<file path="config.mk">
export PLATFORM = sky130hd
export DESIGN_NAME = iflag_alu
export DESIGN_NICKNAME = d
export VERILOG_FILES = /design/src/rtl/iflag_alu_pkg.sv /design/src/rtl/iflag_alu_ctl.sv /design/src/rtl/iflag_alu_addsub.sv /design/src/rtl/iflag_alu_logic.sv /design/src/rtl/iflag_alu_flagreg.sv /design/src/rtl/iflag_alu.sv
export SDC_FILE = /design/constraint.sdc
export NUM_CORES = 1
export LEC_CHECK = 0
export BUFFER_PORTS_ARGS = -buffer_cell sky130_fd_sc_hd__buf_4
export CORE_MARGIN = 4
export CORE_UTILIZATION = 54
export DETAILED_ROUTE_END_ITERATION = 8
export PLACE_DENSITY_LB_ADDON = 0.08
export SYNTH_ARGS = -nofsm -noshare
export SYNTH_HDL_FRONTEND = slang
export SYNTH_HIERARCHICAL = 1
export SYNTH_SLANG_ARGS = --single-unit
</file>
<file path="constraint.sdc">
create_clock -name clk -period 8.7 [get_ports clk]
set_input_delay 1.305 -clock clk [delete_from_list [all_inputs] [get_ports clk]]
set_output_delay 1.305 -clock clk [all_outputs]
set_load 0.01 [all_outputs]
</file>
<file path="src/rtl/iflag_alu_pkg.sv">
package iflag_alu_pkg;

   typedef enum logic [3:0] {
      OP_ADD  = 4'd0,
      OP_SUB  = 4'd1,
      OP_SBB  = 4'd2,
      OP_NEG  = 4'd3,
      OP_INC  = 4'd4,
      OP_OR   = 4'd5,
      OP_XOR  = 4'd6,
      OP_TEST = 4'd7,
      OP_NOT  = 4'd8
   } alu_op_e;

   typedef enum logic [1:0] {
      Y_OPB  = 2'd0,
      Y_OPA  = 2'd1,
      Y_ZERO = 2'd2
   } y_src_e;

   typedef enum logic [1:0] {
      LF_OR  = 2'd0,
      LF_XOR = 2'd1,
      LF_AND = 2'd2,
      LF_NOT = 2'd3
   } logic_fn_e;

   // packed order gives bit 3 = sign ... bit 0 = carry
   typedef struct packed {
      logic s;
      logic z;
      logic o;
      logic c;
   } alu_flags_t;

   localparam int NUM_FLAGS = 4;

   typedef struct packed {
      logic                 x_zero;
      y_src_e               y_src;
      logic                 y_inv;
      logic                 cin;
      logic                 borrow;
      logic                 use_logic;
      logic_fn_e            lfn;
      logic                 res_we;
      logic [NUM_FLAGS-1:0] upd;
   } alu_ctl_t;

endpackage

</file>
<file path="src/rtl/iflag_alu_ctl.sv">
module iflag_alu_ctl
   import iflag_alu_pkg::*;
(
   input  logic       op_valid,
   input  logic [3:0] op_code,
   input  logic       cf_in,
   output alu_ctl_t   ctl_o
);

   localparam logic [NUM_FLAGS-1:0] UPD_ALL  = '1;
   localparam logic [NUM_FLAGS-1:0] UPD_NO_C = 4'b1110;

   alu_ctl_t dec;

   always_comb begin
      dec           = '0;
      dec.y_src     = Y_OPB;
      dec.lfn       = LF_OR;
      unique case (op_code)
         OP_ADD: begin
            dec.res_we = 1'b1;
            dec.upd    = UPD_ALL;
         end
         OP_SUB: begin
            dec.y_inv  = 1'b1;
            dec.cin    = 1'b1;
            dec.borrow = 1'b1;
            dec.res_we = 1'b1;
            dec.upd    = UPD_ALL;
         end
         OP_SBB: begin
            dec.y_inv  = 1'b1;
            dec.cin    = ~cf_in;
            dec.borrow = 1'b1;
            dec.res_we = 1'b1;
            dec.upd    = UPD_ALL;
         end
         OP_NEG: begin
            dec.x_zero = 1'b1;
            dec.y_src  = Y_OPA;
            dec.y_inv  = 1'b1;
            dec.cin    = 1'b1;
            dec.borrow = 1'b1;
            dec.res_we = 1'b1;
            dec.upd    = UPD_ALL;
         end
         OP_INC: begin
            dec.y_src  = Y_ZERO;
            dec.cin    = 1'b1;
            dec.res_we = 1'b1;
            dec.upd    = UPD_NO_C;
         end
         OP_OR: begin
            dec.use_logic = 1'b1;
            dec.lfn       = LF_OR;
            dec.res_we    = 1'b1;
            dec.upd       = UPD_ALL;
         end
         OP_XOR: begin
            dec.use_logic = 1'b1;
            dec.lfn       = LF_XOR;
            dec.res_we    = 1'b1;
            dec.upd       = UPD_ALL;
         end
         OP_TEST: begin
            dec.use_logic = 1'b1;
            dec.lfn       = LF_AND;
            dec.upd       = UPD_ALL;
         end
         OP_NOT: begin
            dec.use_logic = 1'b1;
            dec.lfn       = LF_NOT;
            dec.res_we    = 1'b1;
         end
         default: begin
            dec.res_we = 1'b0;
            dec.upd    = '0;
         end
      endcase
   end

   always_comb begin
      ctl_o = dec;
      if (!op_valid) begin
         ctl_o.res_we = 1'b0;
         ctl_o.upd    = '0;
      end
   end

endmodule

</file>
<file path="src/rtl/iflag_alu_addsub.sv">
module iflag_alu_addsub #(
   parameter int W = 32
) (
   input  logic [W-1:0] x_i,
   input  logic [W-1:0] y_i,
   input  logic         inv_i,
   input  logic         cin_i,
   output logic [W-1:0] sum_o,
   output logic         cout_o,
   output logic         ovf_o
);

   if (W < 2) begin : g_bad_w
      $error("iflag_alu_addsub: W must be at least 2");
   end

   logic [W-1:0] y_eff;
   logic [W:0]   full;

   always_comb begin
      y_eff  = inv_i ? ~y_i : y_i;
      full   = {1'b0, x_i} + {1'b0, y_eff} + {{W{1'b0}}, cin_i};
      sum_o  = full[W-1:0];
      cout_o = full[W];
      // like-signed inputs giving an opposite-signed sum
      ovf_o  = (x_i[W-1] == y_eff[W-1]) && (full[W-1] != x_i[W-1]);
   end

endmodule

</file>
<file path="src/rtl/iflag_alu_logic.sv">
module iflag_alu_logic
   import iflag_alu_pkg::*;
#(
   parameter int W = 32
) (
   input  logic [W-1:0] a_i,
   input  logic [W-1:0] b_i,
   input  logic_fn_e    fn_i,
   output logic [W-1:0] out_o
);

   always_comb begin
      unique case (fn_i)
         LF_OR:   out_o = a_i | b_i;
         LF_XOR:  out_o = a_i ^ b_i;
         LF_AND:  out_o = a_i & b_i;
         LF_NOT:  out_o = ~a_i;
         default: out_o = '0;
      endcase
   end

endmodule

</file>
<file path="src/rtl/iflag_alu_flagreg.sv">
module iflag_alu_flagreg
   import iflag_alu_pkg::*;
(
   input  logic                 clk,
   input  logic                 rst,
   input  logic [NUM_FLAGS-1:0] upd_i,
   input  alu_flags_t           nxt_i,
   output logic [NUM_FLAGS-1:0] q_o
);

   logic [NUM_FLAGS-1:0] nxt_v;
   assign nxt_v = nxt_i;

   for (genvar b = 0; b < NUM_FLAGS; b++) begin : g_bit
      always_ff @(posedge clk) begin
         if (rst)           q_o[b] <= 1'b0;
         else if (upd_i[b]) q_o[b] <= nxt_v[b];
      end
   end

endmodule

</file>
<file path="src/rtl/iflag_alu.sv">
module iflag_alu
   import iflag_alu_pkg::*;
#(
   parameter int DATA_W   = 32,
   parameter int BYTE_W   = 8,
   parameter bit BYTE_OPS = 1'b1
) (
   input  logic              clk,
   input  logic              rst,
   input  logic              op_valid,
   input  logic [3:0]        op_code,
   input  logic              size_dword,
   input  logic [DATA_W-1:0] opa,
   input  logic [DATA_W-1:0] opb,
   input  logic              cf_in,
   output logic [DATA_W-1:0] res,
   output logic              res_we,
   output logic [3:0]        flag_upd,
   output logic [3:0]        flags_q
);

   localparam int NUM_LANES = BYTE_OPS ? 2 : 1;
   localparam int HI_W      = DATA_W - BYTE_W;

   if (BYTE_W < 2 || DATA_W <= BYTE_W) begin : g_bad_size
      $error("iflag_alu: need 2 <= BYTE_W < DATA_W");
   end
   if (DATA_W % BYTE_W != 0) begin : g_bad_ratio
      $error("iflag_alu: DATA_W must be a multiple of BYTE_W");
   end

   alu_ctl_t ctl;

   iflag_alu_ctl u_ctl (
      .op_valid (op_valid),
      .op_code  (op_code),
      .cf_in    (cf_in),
      .ctl_o    (ctl)
   );

   // lane 0 is full width, lane 1 (if present) is byte width
   logic [DATA_W-1:0] lane_sum  [NUM_LANES];
   logic              lane_cout [NUM_LANES];
   logic              lane_ovf  [NUM_LANES];

   for (genvar g = 0; g < NUM_LANES; g++) begin : g_lane
      localparam int LW = (g == 0) ? DATA_W : BYTE_W;
      logic [LW-1:0] x_l, y_l, s_l;
      logic          co_l, ov_l;

      always_comb begin
         x_l = ctl.x_zero ? '0 : opa[LW-1:0];
         unique case (ctl.y_src)
            Y_OPA:   y_l = opa[LW-1:0];
            Y_ZERO:  y_l = '0;
            default: y_l = opb[LW-1:0];
         endcase
      end

      iflag_alu_addsub #(.W(LW)) u_add (
         .x_i    (x_l),
         .y_i    (y_l),
         .inv_i  (ctl.y_inv),
         .cin_i  (ctl.cin),
         .sum_o  (s_l),
         .cout_o (co_l),
         .ovf_o  (ov_l)
      );

      assign lane_sum[g]  = DATA_W'(s_l);
      assign lane_cout[g] = co_l;
      assign lane_ovf[g]  = ov_l;
   end

   logic byte_sel;
   if (BYTE_OPS) begin : g_size_sel
      assign byte_sel = ~size_dword;
   end else begin : g_size_fixed
      logic unused_size;
      assign unused_size = size_dword;
      assign byte_sel    = 1'b0;
   end

   logic [DATA_W-1:0] logic_out;

   iflag_alu_logic #(.W(DATA_W)) u_logic (
      .a_i   (opa),
      .b_i   (opb),
      .fn_i  (ctl.lfn),
      .out_o (logic_out)
   );

   logic [DATA_W-1:0] arith_sel, raw_res, res_full;
   logic              cout_sel, ovf_sel;
   alu_flags_t        nxt_flags;

   always_comb begin
      arith_sel = byte_sel ? lane_sum[NUM_LANES-1]  : lane_sum[0];
      cout_sel  = byte_sel ? lane_cout[NUM_LANES-1] : lane_cout[0];
      ovf_sel   = byte_sel ? lane_ovf[NUM_LANES-1]  : lane_ovf[0];
      raw_res   = ctl.use_logic ? logic_out : arith_sel;
      // byte operations keep the destination's upper bits
      res_full  = byte_sel ? {opa[DATA_W-1 -: HI_W], raw_res[BYTE_W-1:0]} : raw_res;
   end

   always_comb begin
      nxt_flags.s = byte_sel ? res_full[BYTE_W-1] : res_full[DATA_W-1];
      nxt_flags.z = byte_sel ? ~|res_full[BYTE_W-1:0] : ~|res_full;
      nxt_flags.o = ctl.use_logic ? 1'b0 : ovf_sel;
      nxt_flags.c = ctl.use_logic ? 1'b0 : (ctl.borrow ? ~cout_sel : cout_sel);
   end

   iflag_alu_flagreg u_flags (
      .clk   (clk),
      .rst   (rst),
      .upd_i (ctl.upd),
      .nxt_i (nxt_flags),
      .q_o   (flags_q)
   );

   assign res      = res_full;
   assign res_we   = ctl.res_we;
   assign flag_upd = ctl.upd;

endmodule

</file>
==> results.cfg <==
[synthesis]
ys_seq_elements = 4
synth_sequential_area_ratio = 0.0129
syn-cell-area_um2 = 6190
synth_async_sr_flop_share = 0
synth_cells = 829
yosys.cell_types.count = 60
synth_flop_cell = dfxtp_1
synth_top_area_frac = 0.208
yosysWarningCount = 6
postSynthAreaPerCell_um2 = 7.47
syn-num-nets = 1009
synth_enable_flop_cells = 0
synth_largest_area_cell = ha_1
netlist_top_cells_area = ha_1 (21%), mux4_2 (10%), inv_1 (7.3%), xor2_1 (6.6%), mux2i_1 (6.3%)

[sta]
setup_total_negative_slack_ns = 0
tightest_slew_ns = 0.914
final_count_of_pins_violating_max_slew = 0
final_skew_ns = 0
final.period_utilization = 0.898
number_of_hold_violations_in_the_final_report = 0
unrepaired_setup_endpoints_after_global_routing = no
final_critical_path_time_including_i_o_delays_and_setup_ns = 7.82
worst_slew_margin_rel = 0.383
final-setup-viol-count = 0
fmax_ghz = 0.128
whs_ns = 0.507

[power]
p_sw_frac = 0.491
share_seq_of_total_power = 0.029
comb_power_share = 0.867
cellLeakagePower_nw = 3.59
internal_power_uw = 357
share_clk_of_total_power = 0.104
report.power.total_uw = 702
power_per_cell_area_nw_per_um2 = 99.4
p_sw_uw = 345
vdd_ir_drop_max_mv = 0.133

[clock_network]
insertion_delay_ns = 0.22
cts_tree = done
clock_tree.htree_level_count = 1
hold_fix_buffers_cts = 0
cts_post_setup_buffers_inserted = 0
postCtsResizedCells = 0
clk_root_buffer_cell = clkbuf_16
maximum_clock_path_buffer_count = 2
cts-buffers-inserted = 3
cts_num_sinks = 4
worst_setup_hold_path_clk_slew_ns = 0.03

[die]
fp.dieArea_um2 = 13200
floorplan.initialDensity = 0.561
floorplan.die.width_um = 115
i_o_pin_count = 114
core_area_um2 = 11000
placementRows = 38
chipHeight_um = 115

[status]
status = completed

[layout]
ff_latch_area_um2 = 80.1
most-common-layout-cells = inv_1 (121), buf_4 (121), ha_1 (103), nand2_1 (90), a21oi_1 (58)
top_register = u_flags/q_o
post-route-util = 0.640
flip_flop_count_of_the_largest_register_after_layout = 4
fin_nets = 1091
footprint_of_the_multi_input_gates_um2 = 5370
drive_gt1_frac = 0.182
layout.cell_area.non_filler_um2 = 7060
area_delta_synth_final_pct = 14.1
largest_registers_in_the_final_layout = u_flags/q_o: 4 flops
antenna_cells = 0
filler_cell_count = 987

[setup_path]
critical_path_required_ns = 7.39
start_kind = input pin
critical_path_arrival_ns = 6.51
crit_fanout = 29
critical_path_class = input pin to output port
cp-end-kind = output port

[routing]
drt_drc_violations_left = 0
drt_first_iter_violations = 320
finalWirelength_um = 16100
detail_route.first_pass.iterations = 7
ant_nets = 0
drt-wirelength-per-cell_um = 15.4
vias_per_cell = 5.71
num_vias = 5993

[placed_design]
placed_cell_area_um2 = 6990
buffer_ports.inserted = 113
dp.final_hpwl_um = 13000
gpl.final_weighted_congestion = 0.890

[worst_hold_path]
timing.hold.worst.class = flop to flop

[grt]
grt_total_usage = 0.241
grt_first_pass_wirelength_um = 27200
antenna_found_initial = 0
grt_start_max_net_pins = 62
first_global_vias = 5985
gr-total-overflow = 0

[run]
max-cap-violations = 0
routing by layer:
layer | global-route usage | vias up | part of all wire
met5 | 0 | - | 0
met4 | 0.0509 | 0 | 0.012
met3 | 0.0247 | 20 | 0.057
met2 | 0.432 | 175 | 0.49
met1 | 0.312 | 2803 | 0.44
li1 | - | 2995 | -
logic make-up (layout without fill, tap and decap cells):
logic type / count (synthesis) / count (layout) / share of synthesized area
flip-flops: 4 / 4 / 0.0129
buffers and inverters: 165 / 245 / 0.127
adder cells (fa/ha/maj): 107 / 107 / 0.221
multiplexers: 73 / 73 / 0.185
XOR/XNOR: 69 / 69 / 0.0976
AND/OR/NAND/NOR: 233 / 233 / 0.182
AO/OA/AOI/OAI: 178 / 178 / 0.174
stage by stage:
stage,cells,setup WS (ns)
detailed placement,1046,0.885
global placement,1046,1.18
CTS,1049,0.842
global route,1049,0.357
floorplan,829,1.61
finish,1049,0.884
Yosys cell counts, types with 3 or more instances:
library cell and instances:
nand3_1 4, mux4_2 28, o21ai_1 6, nor3_1 4
ha_1 103, a21oi_1 59, nor2b_1 38, a211oi_1 3
mux4_1 4, inv_1 121, a221o_1 4, nand2b_1 5
buf_6 10, nand2_1 90, dfxtp_1 4, o21ai_0 52
a31oi_1 4, xnor2_1 22, o21bai_1 5, buf_12 3
o31a_1 5, nand4_1 7, mux2i_1 39, fa_1 4
a21o_1 17, clkbuf_1 16, nor2_1 53, buf_4 11
buf_1 3, o21a_1 6, and3_1 7, xor2_1 47
nor4_1 8
critical path, stage by stage:
cell and delay [ns]:
buf_4 0.14, or2b_1 0.32, nor2_1 0.12, inv_1 0.05, ha_1 0.31, buf_4 0.29, nand2_1 0.07, o21ai_0 0.15
xnor2_1 0.13, fa_1 0.42, fa_1 0.43, nor2b_1 0.20, o31a_1 0.19, a41oi_1 0.15, a211oi_1 0.49, a21oi_1 0.18
o311ai_0 0.83, nand4_1 0.18, nand4_1 0.13, mux2i_1 0.07, a21oi_1 0.21, buf_4 0.15
area by class of cell:
type                    instances  area share
flip-flops and latches          4      0.0113
repair buffers                121       0.129
well taps                     140      0.0248
inverters                     121      0.0643
clock buffers                   3      0.0106
multi-input cells             660       0.760
path summary, 6_finish.rpt:
path	startpoint	to	slack, ns	depth (start not counted)
hold / removal	u_flags/q_o[3]	u_flags/q_o[3]	0.51	2
hold reg to reg	u_flags/q_o[3]	u_flags/q_o[3]	0.51	2
setup / recovery	op_code[2]	res[30]	0.88	22
setup reg to reg	u_flags/q_o[0]	u_flags/q_o[0]	8.10	2
power by group through the flow:
stage | clock network (mW) | registers, mW | logic, mW
finish | 0.0731 | 0.0202 | 0.609
global route | 0.0741 | 0.0202 | 0.678
CTS | 0.0736 | 0.0201 | 0.608
detailed placement | 0 | 0.0204 | 0.605
global placement | 0 | 0.0203 | 0.588
floorplan | 0 | 0.0208 | 0.425
Note: power is estimated with default switching activity, not from simulation.
